<file path="config.mk">
export PLATFORM = sky130hd
export DESIGN_NAME = bank_chain_seq
export DESIGN_NICKNAME = d
export VERILOG_FILES = /design/src/rtl/bank_chain_pkg.sv /design/src/rtl/chain_cmd_decode.sv /design/src/rtl/chain_token_stage.sv /design/src/rtl/chain_reg2_route.sv /design/src/rtl/chain_status_fmt.sv /design/src/rtl/bank_chain_seq.sv
export SDC_FILE = /design/constraint.sdc
export NUM_CORES = 1
export LEC_CHECK = 0
export ABC_AREA = 1
export BUFFER_PORTS_ARGS = -buffer_cell sky130_fd_sc_hd__buf_4
export CAP_MARGIN = 20
export CORE_AREA = 2 2 39 41
export DETAILED_ROUTE_END_ITERATION = 7
export DIE_AREA = 0 0 41 43
export GPL_ROUTABILITY_DRIVEN = 0
export SLEW_MARGIN = 10
export SYNTH_ARGS = -nofsm -noshare
export SYNTH_HDL_FRONTEND = slang
export SYNTH_SLANG_ARGS = --single-unit
</file>
<file path="constraint.sdc">
create_clock -name clk -period 0.8 [get_ports clk]
set_clock_uncertainty 0.05 [all_clocks]
set_input_delay 0.12 -clock clk [delete_from_list [all_inputs] [get_ports clk]]
set_output_delay 0.12 -clock clk [all_outputs]
set_load 0.01 [all_outputs]
</file>
<file path="src/rtl/bank_chain_pkg.sv">
package bank_chain_pkg;

    localparam int CMD_W  = 4;
    localparam int STAT_W = 4;

    localparam logic [CMD_W-1:0] CMD_CHAIN_RESET = CMD_W'(0);
    localparam logic [CMD_W-1:0] CMD_CHAIN_STEP  = CMD_W'(1);

    typedef enum logic [1:0] {
        CK_NONE  = 2'd0,
        CK_RESET = 2'd1,
        CK_STEP  = 2'd2
    } cmd_kind_t;

    typedef struct packed {
        logic init_mode;
        logic active;
    } chain_state_t;

    typedef struct packed {
        logic init_mode;
        logic resp_n;
        logic spare;
        logic irq_n;
    } lstat_t;

    function automatic lstat_t pack_lstat(input logic init_mode, input logic responding);
        lstat_t s;
        s.init_mode = init_mode;
        s.resp_n    = ~responding;
        s.spare     = 1'b1;
        s.irq_n     = 1'b1;
        return s;
    endfunction

endpackage

</file>
<file path="src/rtl/chain_cmd_decode.sv">
module chain_cmd_decode
    import bank_chain_pkg::*;
#(
    parameter int CW = CMD_W
) (
    input  logic          cmd_valid,
    input  logic [CW-1:0] cmd_code,
    output cmd_kind_t     kind
);
    always_comb begin
        kind = CK_NONE;
        if (cmd_valid) begin
            if (cmd_code == CW'(CMD_CHAIN_RESET))
                kind = CK_RESET;
            else if (cmd_code == CW'(CMD_CHAIN_STEP))
                kind = CK_STEP;
        end
    end
endmodule

</file>
<file path="src/rtl/chain_token_stage.sv">
module chain_token_stage
    import bank_chain_pkg::*;
(
    input  logic         clk,
    input  logic         rst,
    input  cmd_kind_t    kind,
    input  logic         chain_head,
    input  logic         tok_in,
    input  logic         chain_end,
    output chain_state_t st,
    output logic         clr_pulse
);
    chain_state_t st_q, st_d;
    logic         clr_q;

    always_comb begin
        st_d = st_q;
        unique case (kind)
            CK_RESET: begin
                st_d.init_mode = 1'b1;
                st_d.active    = chain_head;
            end
            CK_STEP: begin
                if (st_q.init_mode) begin
                    if (chain_end) begin
                        st_d.init_mode = 1'b0;
                        st_d.active    = 1'b0;
                    end else begin
                        st_d.active = chain_head ? 1'b0 : tok_in;
                    end
                end
            end
            default: st_d = st_q;
        endcase
    end

    always_ff @(posedge clk) begin
        if (rst) begin
            st_q  <= '0;
            clr_q <= 1'b0;
        end else begin
            st_q  <= st_d;
            clr_q <= (kind == CK_RESET);
        end
    end

    assign st        = st_q;
    assign clr_pulse = clr_q;
endmodule

</file>
<file path="src/rtl/chain_reg2_route.sv">
module chain_reg2_route
    import bank_chain_pkg::*;
(
    input  chain_state_t st,
    input  logic         reg2_wr,
    output logic         abn_wr,
    output logic         hs_prot_wr
);
    always_comb begin
        abn_wr     = 1'b0;
        hs_prot_wr = 1'b0;
        if (reg2_wr) begin
            if (st.init_mode)
                abn_wr = st.active;
            else
                hs_prot_wr = 1'b1;
        end
    end
endmodule

</file>
<file path="src/rtl/chain_status_fmt.sv">
module chain_status_fmt
    import bank_chain_pkg::*;
(
    input  chain_state_t      st,
    input  logic              sel_match,
    input  logic              stat_rd,
    output logic              stat_oe,
    output logic [STAT_W-1:0] stat_nib
);
    logic   responding;
    lstat_t s;

    always_comb begin
        responding = st.init_mode ? st.active : sel_match;
        s          = pack_lstat(st.init_mode, responding);
        stat_oe    = stat_rd & responding;
        stat_nib   = s;
    end
endmodule

</file>
<file path="src/rtl/bank_chain_seq.sv">
module bank_chain_seq
    import bank_chain_pkg::*;
#(
    parameter int CW = CMD_W
) (
    input  logic              clk,
    input  logic              rst,
    input  logic              cmd_valid,
    input  logic [CW-1:0]     cmd_code,
    input  logic              chain_head,
    input  logic              tok_in,
    input  logic              chain_end,
    output logic              tok_out,
    input  logic              reg2_wr,
    output logic              abn_wr,
    output logic              hs_prot_wr,
    output logic              hs_clr,
    input  logic              sel_match,
    input  logic              stat_rd,
    output logic              stat_oe,
    output logic [STAT_W-1:0] stat_nib
);
    cmd_kind_t    kind;
    chain_state_t st;

    chain_cmd_decode #(.CW(CW)) u_dec (
        .cmd_valid (cmd_valid),
        .cmd_code  (cmd_code),
        .kind      (kind)
    );

    chain_token_stage u_tok (
        .clk        (clk),
        .rst        (rst),
        .kind       (kind),
        .chain_head (chain_head),
        .tok_in     (tok_in),
        .chain_end  (chain_end),
        .st         (st),
        .clr_pulse  (hs_clr)
    );

    chain_reg2_route u_route (
        .st         (st),
        .reg2_wr    (reg2_wr),
        .abn_wr     (abn_wr),
        .hs_prot_wr (hs_prot_wr)
    );

    chain_status_fmt u_stat (
        .st        (st),
        .sel_match (sel_match),
        .stat_rd   (stat_rd),
        .stat_oe   (stat_oe),
        .stat_nib  (stat_nib)
    );

    assign tok_out = st.active;
endmodule

</file>
After elaboration in Yosys (flattened, before gate mapping)
Cells that the tools add are included.

Register bits: 3. Latch bits: 0. RAM bits: 0. ROM bits: 0. Word-level logic and storage cells: 25. Memories: 0.

Add/sub/neg operators: 0. Multipliers: 0. Div/mod/pow operators: 0. Magnitude comparators: 0. Eq/ne operators: 4. Shifts and indexed selects: 0. Muxes and demuxes: 13. Bitwise gates (word level): 2. Reduce and logical (&&, ||, !) cells: 3.

Operator list (count): $mux W1 (8); $mux W2 (4); $eq A4 B1 Y1 const B (1); $logic_not A4 Y1 (1); $pmux W2 S2 (1); $eq A2 B1 Y1 const B (1); $eq A2 B2 Y1 const B (1); $ne A2 B1 Y1 const B (1); $reduce_and A2 Y1 (1); $reduce_bool A2 Y1 (1); $and A1 B1 Y1 (1); $not A1 Y1 (1).

Logic depth before layout (Yosys ltp)
Gate-level depths: netlist (run 1).

Word-level depth: 7. Gate-level depth with buffers: 7. Depth with buffers taken out: 7.

Hierarchy
A second synthesis (run 1) with hierarchy kept.

Cells, all modules: 51. Area total of the unflattened synthesis: 300.3 um2.

Modules (own cells, without submodules): chain_token_stage (times used 1, cells an instance 27, area each 191.4 um2, sequential area each 60.1 um2); chain_status_fmt (times used 1, cells an instance 12, area each 61.3 um2, sequential area each 0.0 um2); chain_cmd_decode (times used 1, cells an instance 8, area each 30.0 um2, sequential area each 0.0 um2); chain_reg2_route (times used 1, cells an instance 4, area each 17.5 um2, sequential area each 0.0 um2).

Worst setup path before layout (run 1)
OpenSTA, ideal clock, no wires.

Path type: register to output. Start point: reg u_tok.st_q (netlist bit u_tok.st[1]). End point: out stat_oe. Data arrival time: 979 ps. Setup slack: -349 ps. Cell stages (with the launch flop): 4. Path buffers: 0. Cell sequence: dfxtp_1 -> inv_1 -> a21boi_0 -> nor2_1.

Word-level cells in the longest chain between the ends: 2.

RTL lines: start: declaration (line chain_token_stage.sv:13) `chain_state_t st_q, st_d;`; start signal: assignment (line chain_token_stage.sv:42) `st_q <= st_d;`; $mux W1 (line chain_status_fmt.sv:14) `responding = st.init_mode ? st.active : sel_match;`; $and A1 B1 Y1 (line chain_status_fmt.sv:16) `stat_oe = stat_rd & responding;`; end: declaration (line bank_chain_seq.sv:20) `output logic stat_oe,`.

No other way between the ends.

Worst setup path in the final report (run 1)
Same ends and word-level chain as after synthesis.

==> results of run 1 <==
[final cells by class]
cell class / instances / share of cell area [%]
sequential: 3 / 12.4
multi-input combinational: 31 / 31.4
inverter: 11 / 7.73
timing repair buffer: 26 / 39.8
clock buffer: 4 / 4.92
tap: 16 / 3.75
[cells by family after synthesis]
kind of cell,count (synthesis),share of synthesized area (%)
buffers and inverters,13,22.8
AO/OA/AOI/OAI,3,7.10
flip-flops,3,24.4
AND/OR/NAND/NOR,26,44.2
other,1,1.52
[registers in the layout, summed over array words and instances, names as in the netlist]
register / count
u_tok.st: 2
u_tok.clr_pulse: 1
[repair_timing]
| action | CTS | global route |
|---|---|---|
| resized for setup | 6 | 4 |
| setup endpoints to repair | 9 | 9 |
| pin swaps | 3 | 1 |
| buffers inserted | 1 | 1 |
| endpoints found under the hold margin | 1 | 0 |
| hold buffers | 1 | 0 |
[worst max-delay path, stage by stage, from the launching register on]
cell and delay (ps):
dfxtp_4 340, nand2_2 60, a21boi_4 180, nor2_2 40, buf_4 130
[metrics by stage]
stage	instance area [um2]	power, mW	setup WS (ps)	setup TNS, ps
2_1_floorplan	272	0.215	-75.6	-96.7
3_3_place_gp	449	0.286	-113	-431
3_5_place_dp	449	0.288	-127	-533
4_1_cts	510	0.573	-370	-1980
5_1_grt	534	0.618	-398	-2250
6_report	534	0.565	-350	-1840
[cells in the mapped netlist]
master / n
inv_2: 1
buf_4: 2
nand2_1: 13
dfxtp_1: 3
conb_1: 1
a21oi_1: 1
nor2_1: 8
a21boi_0: 1
nor2_2: 3
nand3_1: 1
inv_1: 10
nand2_2: 1
o21ai_1: 1
[path summary, 6_finish.rpt]
kind	endpoint	slack (ps)	cells after the start
setup / recovery	stat_oe	-350	4
hold / removal	u_tok.st[0]	90	4
setup reg to reg	u_tok.st[0]	-150	5
hold reg to reg	u_tok.st[1]	590	3
[power by group]
group / internal, mW / switching (mW)
logic: 0.0827 / 0.0635
clock network: 0.187 / 0.0781
registers: 0.151 / 0.00240
[layer usage]
metal | GRT usage, % | vias to the layer above | wire length, um
met3 | 6.28 | 0 | 78
met2 | 13.8 | 20 | 349
met4 | 2.00 | 0 | 0
li1 | - | 183 | -
met5 | 0 | - | 0
met1 | 9.29 | 147 | 268
==> impl_metrics.yaml, run 1 <==
outcome:
  outcome: "complete, but fails checks"
  violations: "setup timing"
placement:
  dp_hpwl_um: 562
  place.port_buffers: 19
  placedCellCount: 84
detailed_routing:
  drt_wl_total_um: 696
  drtAntennaViolNets: 0
  routedWlPerCell_um: 7.65
  route.detailed.drc: 0
  dr.pass1.iters: 4
  dr.first_iter.drc_count: 6
  routed-via-count: 350
  viasPerCell: 3.85
sta:
  finalWorstSetupSlack_ps: -350
  rsz0062_at_grt: "yes"
  setup_viol: 9
  hold_viol_final: 0
  max_freq_ghz: 0.870
  hold-worst-slack_ps: 87.9
  final.period_utilization_pct: 144
  slew_viol_final: 0
  final.min_clock_period_ps: 1150
grt:
  grt_pass1_vias: 288
  grt_pass1_wl_um: 1040
  globalRouteOverflowTotal: 0
  grt_usage_pct: 8.83
  grt_max_degree: 5
  antenna_found_initial: 0
final_layout:
  final_common_cell: "buf_4"
  fill_cells: 161
  layout.nets: 89
  final_cell_mix: "21 x buf_4, 11 x nand2_1, 10 x inv_1, 5 x nor2_2, 5 x nor2_1"
  multi_input_area_um2: 168
  area_delta_synth_final_pct: 117
  fin_util_pct: 38.6
  antenna_cells: 0
  stdcell_count: 91
  drive_gt1_share_pct: 56.0
  seq_area_um2: 66.3
floorplan:
  initial_core_util_pct: 17.8
  core-area_um2: 1380
  die_h_um: 43
  die_area_um2: 1760
  num_rows: 14
  die_w_um: 41
  io_pins: 22
synthesis:
  synth-seq-cells: 3
  synthCells: 46
  synth-warning-count: 0
  yosysTopAreaCell: "dfxtp_1"
  synth.top_cell.area_share_pct: 24.4
  syn_avg_cell_area_um2: 5.36
  synth_area_leaders: "dfxtp_1 24%, nand2_1 20%, inv_1 15%"
  syn-cell-area_um2: 246
  yosysSeqAreaShare_pct: 24.4
  post_synth_num_cell_types: 13
pwr:
  p_leak_nw: 0.306
  p_per_area_nw_per_um2: 1060
  peakVddDrop_mv: 0.686
cts:
  cts_tree: "yes"
  clkLatencyLatePin_ps: 230
  cts-root-buf: "clkbuf_4"
  cts_inserted_buffers: 3
  cts_max_path_buffers: 2
  clkSinkCount: 3
  h-tree-depth: 1
  path_clk_slew_ps: 30
setup_path:
  cp-start-kind: "flop"
  required_ps: 630
  crit_start: "u_tok.st[1]"
  arrival_ps: 980
  critPathCaptureType: "output port"
  crit_fanout: 4
  r2r-start: "u_tok.st[1]"
  setup.worst_path.class: "reg2out"
worst_hold_path:
  min_from: "rst"
  min_path_type: "in2reg"
run:
  cap_violations: 0
Note: power is estimated with default switching activity, not from simulation.
==> run 2: changes to the inputs <==
--- a/config.mk
+++ b/config.mk
@@ -12,6 +12,7 @@
 export DETAILED_ROUTE_END_ITERATION = 7
 export DIE_AREA = 0 0 41 43
 export GPL_ROUTABILITY_DRIVEN = 0
+export PLACE_DENSITY = 0.52
 export SLEW_MARGIN = 10
 export SYNTH_ARGS = -nofsm -noshare
 export SYNTH_HDL_FRONTEND = slang
==> run 2 against run 1 <==
Net effect:
- the flow still finishes with violations (setup timing)
- non-clock buffer count grew 1
- hold slack gained 6.6 ps
- cell count grew 1.1%
- sequential cell count is the same
- register-to-register slack lost 140 ps
- sequential share of layout area shrank 0.50 points
- die area is the same
- wire length grew 1.3%
- global-route usage grew 1.3 points
- clock power grew 5%
- largest power group unchanged
- highest routed layer is now met4
==> impl_metrics.yaml, run 2 (synthesized netlist as in run 1, its figures left out) <==
floorplan:
  io_pins: 22
  die_h_um: 43
  core-area_um2: 1380
  initial_core_util_pct: 17.8
  num_rows: 14
  die_area_um2: 1760
  die_w_um: 41
grt:
  grt_usage_pct: 10.1
  antenna_found_initial: 0
  met2_usage_pct: 17.5
  grt.met1_usage_pct: 7.67
  use_met3_pct: 3.14
  grt_max_degree: 5
  busiest_layer: "met2"
  globalRouteOverflowTotal: 0
  grt_pass1_wl_um: 1140
  grt_pass1_vias: 336
sta:
  final.min_clock_period_ps: 1160
  rsz0062_at_grt: "yes"
  max_freq_ghz: 0.862
  hold_viol_final: 0
  final.period_utilization_pct: 145
  hold-worst-slack_ps: 94.5
  finalWorstSetupSlack_ps: -360
  tns_ps: -2270
  slew_viol_final: 0
  setup_viol: 9
cts:
  cts-root-buf: "clkbuf_4"
  clkSinkCount: 3
  path_clk_slew_ps: 40
  h-tree-depth: 1
  cts_max_path_buffers: 2
  cts_tree: "yes"
  clkLatencyLatePin_ps: 230
  cts_inserted_buffers: 3
detailed_routing:
  routedWlPerCell_um: 7.66
  drt_wl_total_um: 705
  dr.pass1.iters: 3
  route.detailed.drc: 0
  viasPerCell: 3.96
  drtAntennaViolNets: 0
  dr.first_iter.drc_count: 5
  routed-via-count: 364
run:
  cap_violations: 0
final_layout:
  largest_reg_flops: 2
  fin_util_pct: 40.2
  multi_input_area_um2: 171
  fill_cells: 151
  area_delta_synth_final_pct: 126
  drive_gt1_share_pct: 57.9
  stdcell_count: 92
  layout.nets: 90
  final_area_um2: 557
  seq_area_um2: 66.3
  final_common_cell: "buf_4"
  final_cell_mix: "19 x buf_4, 11 x nand2_1, 10 x inv_1, 7 x buf_6, 5 x nor2_1"
  antenna_cells: 0
setup_path:
  critPathCaptureType: "output port"
  arrival_ps: 990
  required_ps: 630
  critPathMaxStageDelay_ps: 340
  critPathTopFamily: "flip-flops"
  crit_fanout: 3
  path_buf_inv: 1
  setup.worst_path.class: "reg2out"
  reg2reg_slack_ps: -290
  crit_chain: "nand2_2 -> a21boi_4 -> nor2_2 -> buf_4"
  worst_path_max_delay_cell: "dfxtp_4"
  cp-start-kind: "flop"
placement:
  dp_hpwl_um: 552
  place.port_buffers: 19
  placedCellCount: 85
  dpl-instance-area_um2: 457
  dp_slack_ps: -144
outcome:
  outcome: "complete, but fails checks"
  violations: "setup timing"
pwr:
  design_power_total_mw: 0.582
  peakVddDrop_mv: 0.508
  p_per_area_nw_per_um2: 1040
  p_leak_nw: 0.306
worst_hold_path:
  min_path_type: "in2reg"
run 2: cell count changes in the layout (fill, tap and decap cells not counted), sizes merged:
cell | before | now
buf | 25 | 26
run 2: worst paths after layout:
| kind | startpoint | to | depth (start not counted) |
|---|---|---|---|
| worst min-delay path | rst | u_tok.st[0] | 4 |
| worst max-delay path | u_tok.st[1] | stat_oe | 4 |
| worst max register to register | u_tok.st[1] | u_tok.st[0] | 8 |
| worst min register to register | u_tok.st[0] | u_tok.st[0] | 5 |
run 2: layout make-up:
type	count	area share (%)
Sequential cell	3	11.9
Multi-Input combinational cell	31	30.8
Clock buffer	4	4.72
Inverter	11	7.42
Tap cell	16	3.60
Timing Repair Buffer	27	41.6
run 2: routing by layer:
layer / vias up / wire [um]
met5: - / 0
met4: 0 / 24
met3: 2 / 67
met2: 17 / 385
met1: 158 / 228
li1: 187 / -
run 2: what timing repair did:
action / in CTS / in global routing
hold buffers: 1 / 0
cloned: 0 / 0
hold endpoints to repair: 1 / 0
setup endpoints to repair: 9 / 9
gates resized for setup: 8 / 7
setup buffers: 1 / 2
pin swaps: 3 / 1
run 2: worst reg2reg max path: stages (launching register included):
cell and delay [ps]:
dfxtp_4 340, buf_4 130, buf_4 130, nand2_2 70, nor2_1 40, nand2_1 50, nand2_1 50, nor2_1 80
nor2_1 40
run 2: where the power goes:
group	total (mW)	internal (mW)	switching, mW
clock	0.277	0.188	0.0891
sequential	0.153	0.151	0.00222
combinational	0.152	0.0876	0.0643
==> run 3: changes to the inputs <==
==> constraint.sdc (replaced) <==
create_clock -name clk -period 1 [get_ports clk]
set_clock_uncertainty 0.05 [all_clocks]
set_input_delay 0.15 -clock clk [delete_from_list [all_inputs] [get_ports clk]]
set_output_delay 0.15 -clock clk [all_outputs]
set_load 0.01 [all_outputs]
==> run 3 against run 2 <==
Net effect:
- the run still ends with setup timing left
- cell area is 15% lower
- die area unchanged
- register-to-register slack better by 330 ps
- first-iteration DRC count rose by 80%
- combinational power shrank 32%
- critical endpoint unchanged
- global-route usage shrank 2.9 points
- cell count down 5.4%
- setup slack better by 190 ps
- wire length shrank 16%
- critical path type unchanged
- total power decreased by 25%
- clock power fell by 24%
- sequential share of layout area grew 1.8 points
==> impl_metrics.yaml, run 3 (synthesized netlist as in run 1, its figures left out) <==
detailed_routing:
  dr.first_iter.drc_count: 9
  drt_wl_total_um: 594
  dr.pass1.iters: 4
  drtAntennaViolNets: 0
  routed-via-count: 326
  routedWlPerCell_um: 6.83
  viasPerCell: 3.75
  route.detailed.drc: 0
setup_path:
  arrival_ps: 970
  cp-start-kind: "flop"
  worst_path_max_delay_cell: "dfxtp_2"
  crit_fanout: 2
  required_ps: 800
  critPathMaxStageDelay_ps: 340
  crit_chain: "nand2_2 -> a21boi_2 -> nor2_1 -> buf_4"
  path_buf_inv: 1
  critPathCaptureType: "output port"
  cp.depth: 4
  critPathTopFamily: "flip-flops"
  setup.worst_path.class: "reg2out"
  r2r_cells: 7
final_layout:
  stdcell_count: 87
  area_delta_synth_final_pct: 92.4
  antenna_cells: 0
  final_common_cell: "buf_4"
  drive_gt1_share_pct: 52.1
  final_cell_mix: "20 x buf_4, 11 x nand2_1, 10 x inv_1, 7 x nor2_1, 4 x nor2_2"
  layout.nets: 85
  largest_reg_flops: 2
floorplan:
  initial_core_util_pct: 17.8
  num_rows: 14
  core-area_um2: 1380
  die_h_um: 43
  die_area_um2: 1760
  io_pins: 22
  die_w_um: 41
pwr:
  design_power_total_mw: 0.437
  p_per_area_nw_per_um2: 922
  p_leak_nw: 0.268
  peakVddDrop_mv: 0.282
placement:
  placedCellCount: 81
  dp_slack_ps: 13.7
  dp_hpwl_um: 508
  place.port_buffers: 19
grt:
  use_met3_pct: 1.57
  grt.met1_usage_pct: 7.07
  met2_usage_pct: 10.9
  busiest_layer: "met2"
  globalRouteOverflowTotal: 0
  grt_pass1_wl_um: 821
  grt_pass1_vias: 255
  grt_max_degree: 5
  grt_usage_pct: 7.23
  antenna_found_initial: 0
sta:
  final.period_utilization_pct: 117
  slew_viol_final: 0
  max_freq_ghz: 0.852
  hold_viol_final: 0
  finalWorstSetupSlack_ps: -173
  final.min_clock_period_ps: 1170
  rsz0062_at_grt: "yes"
  setup_viol: 5
cts:
  cts_hold_buf: 0
  cts_inserted_buffers: 3
  clkSinkCount: 3
  h-tree-depth: 1
  cts_tree: "yes"
  clkLatencyLatePin_ps: 230
  path_clk_slew_ps: 40
  cts_max_path_buffers: 2
  cts-root-buf: "clkbuf_4"
worst_hold_path:
  worstHoldPathCells: 2
  min_path_type: "in2reg"
run:
  cap_violations: 0
outcome:
  outcome: "complete, but fails checks"
  violations: "setup timing"
==> run 3: report_power, final <==
part | internal [mW] | switching [mW]
Combinational | 0.0580 | 0.0454
Sequential | 0.121 | 0.00171
Clock | 0.149 | 0.0617
==> run 3: layer usage <==
layer / vias to the layer above / share of wire [%]
met5: - / 0
met4: 0 / 0
met3: 0 / 12
met2: 15 / 50
met1: 134 / 37
li1: 177 / -
==> run 3: path summary, 6_finish.rpt <==
path	from	to	slack [ps]
max	u_tok.st[0]	stat_oe	-170
min reg2reg	u_tok.st[1]	u_tok.st[1]	550
max reg2reg	u_tok.st[1]	u_tok.st[0]	40
min	rst	u_tok.clr_pulse	30
==> run 3: repair_timing <==
action | CTS | global route
buffers inserted | 2 | 0
setup endpoints to repair | 5 | 7
pin swaps | 1 | 0
resized for setup | 4 | 4
==> run 3: per-stage QoR <==
| stage | TNS (ps) | instance area [um2] | util (%) | hold WS, ps |
|---|---|---|---|---|
| 3_5_place_dp | 0 | 410 | 29.7 | 271 |
| 2_1_floorplan | 0 | 255 | - | 172 |
| 6_report | -590 | 474 | 34.3 | 33.0 |
| 4_1_cts | -626 | 462 | 33.4 | 26.4 |
| 5_1_grt | -841 | 474 | 34.3 | 34.3 |
| 3_3_place_gp | 0 | 410 | 29.7 | 269 |
==> run 3: worst register-to-register path, stage by stage (launching register included) <==
cell and delay [ps]:
dfxtp_4 340, buf_4 150, nand2_2 70, nor2_1 40
nand2_1 50, nand2_1 50, nor2_1 80, nor2_1 40
==> run 3: final cells by class <==
class / instances / area (um2)
clock buffers: 4 / 26.3
fillers: 170 / 910
inverters: 11 / 41.3
multi-input cells: 31 / 149
flip-flops and latches: 3 / 65.1
well taps: 16 / 20.0
repair buffers: 22 / 173
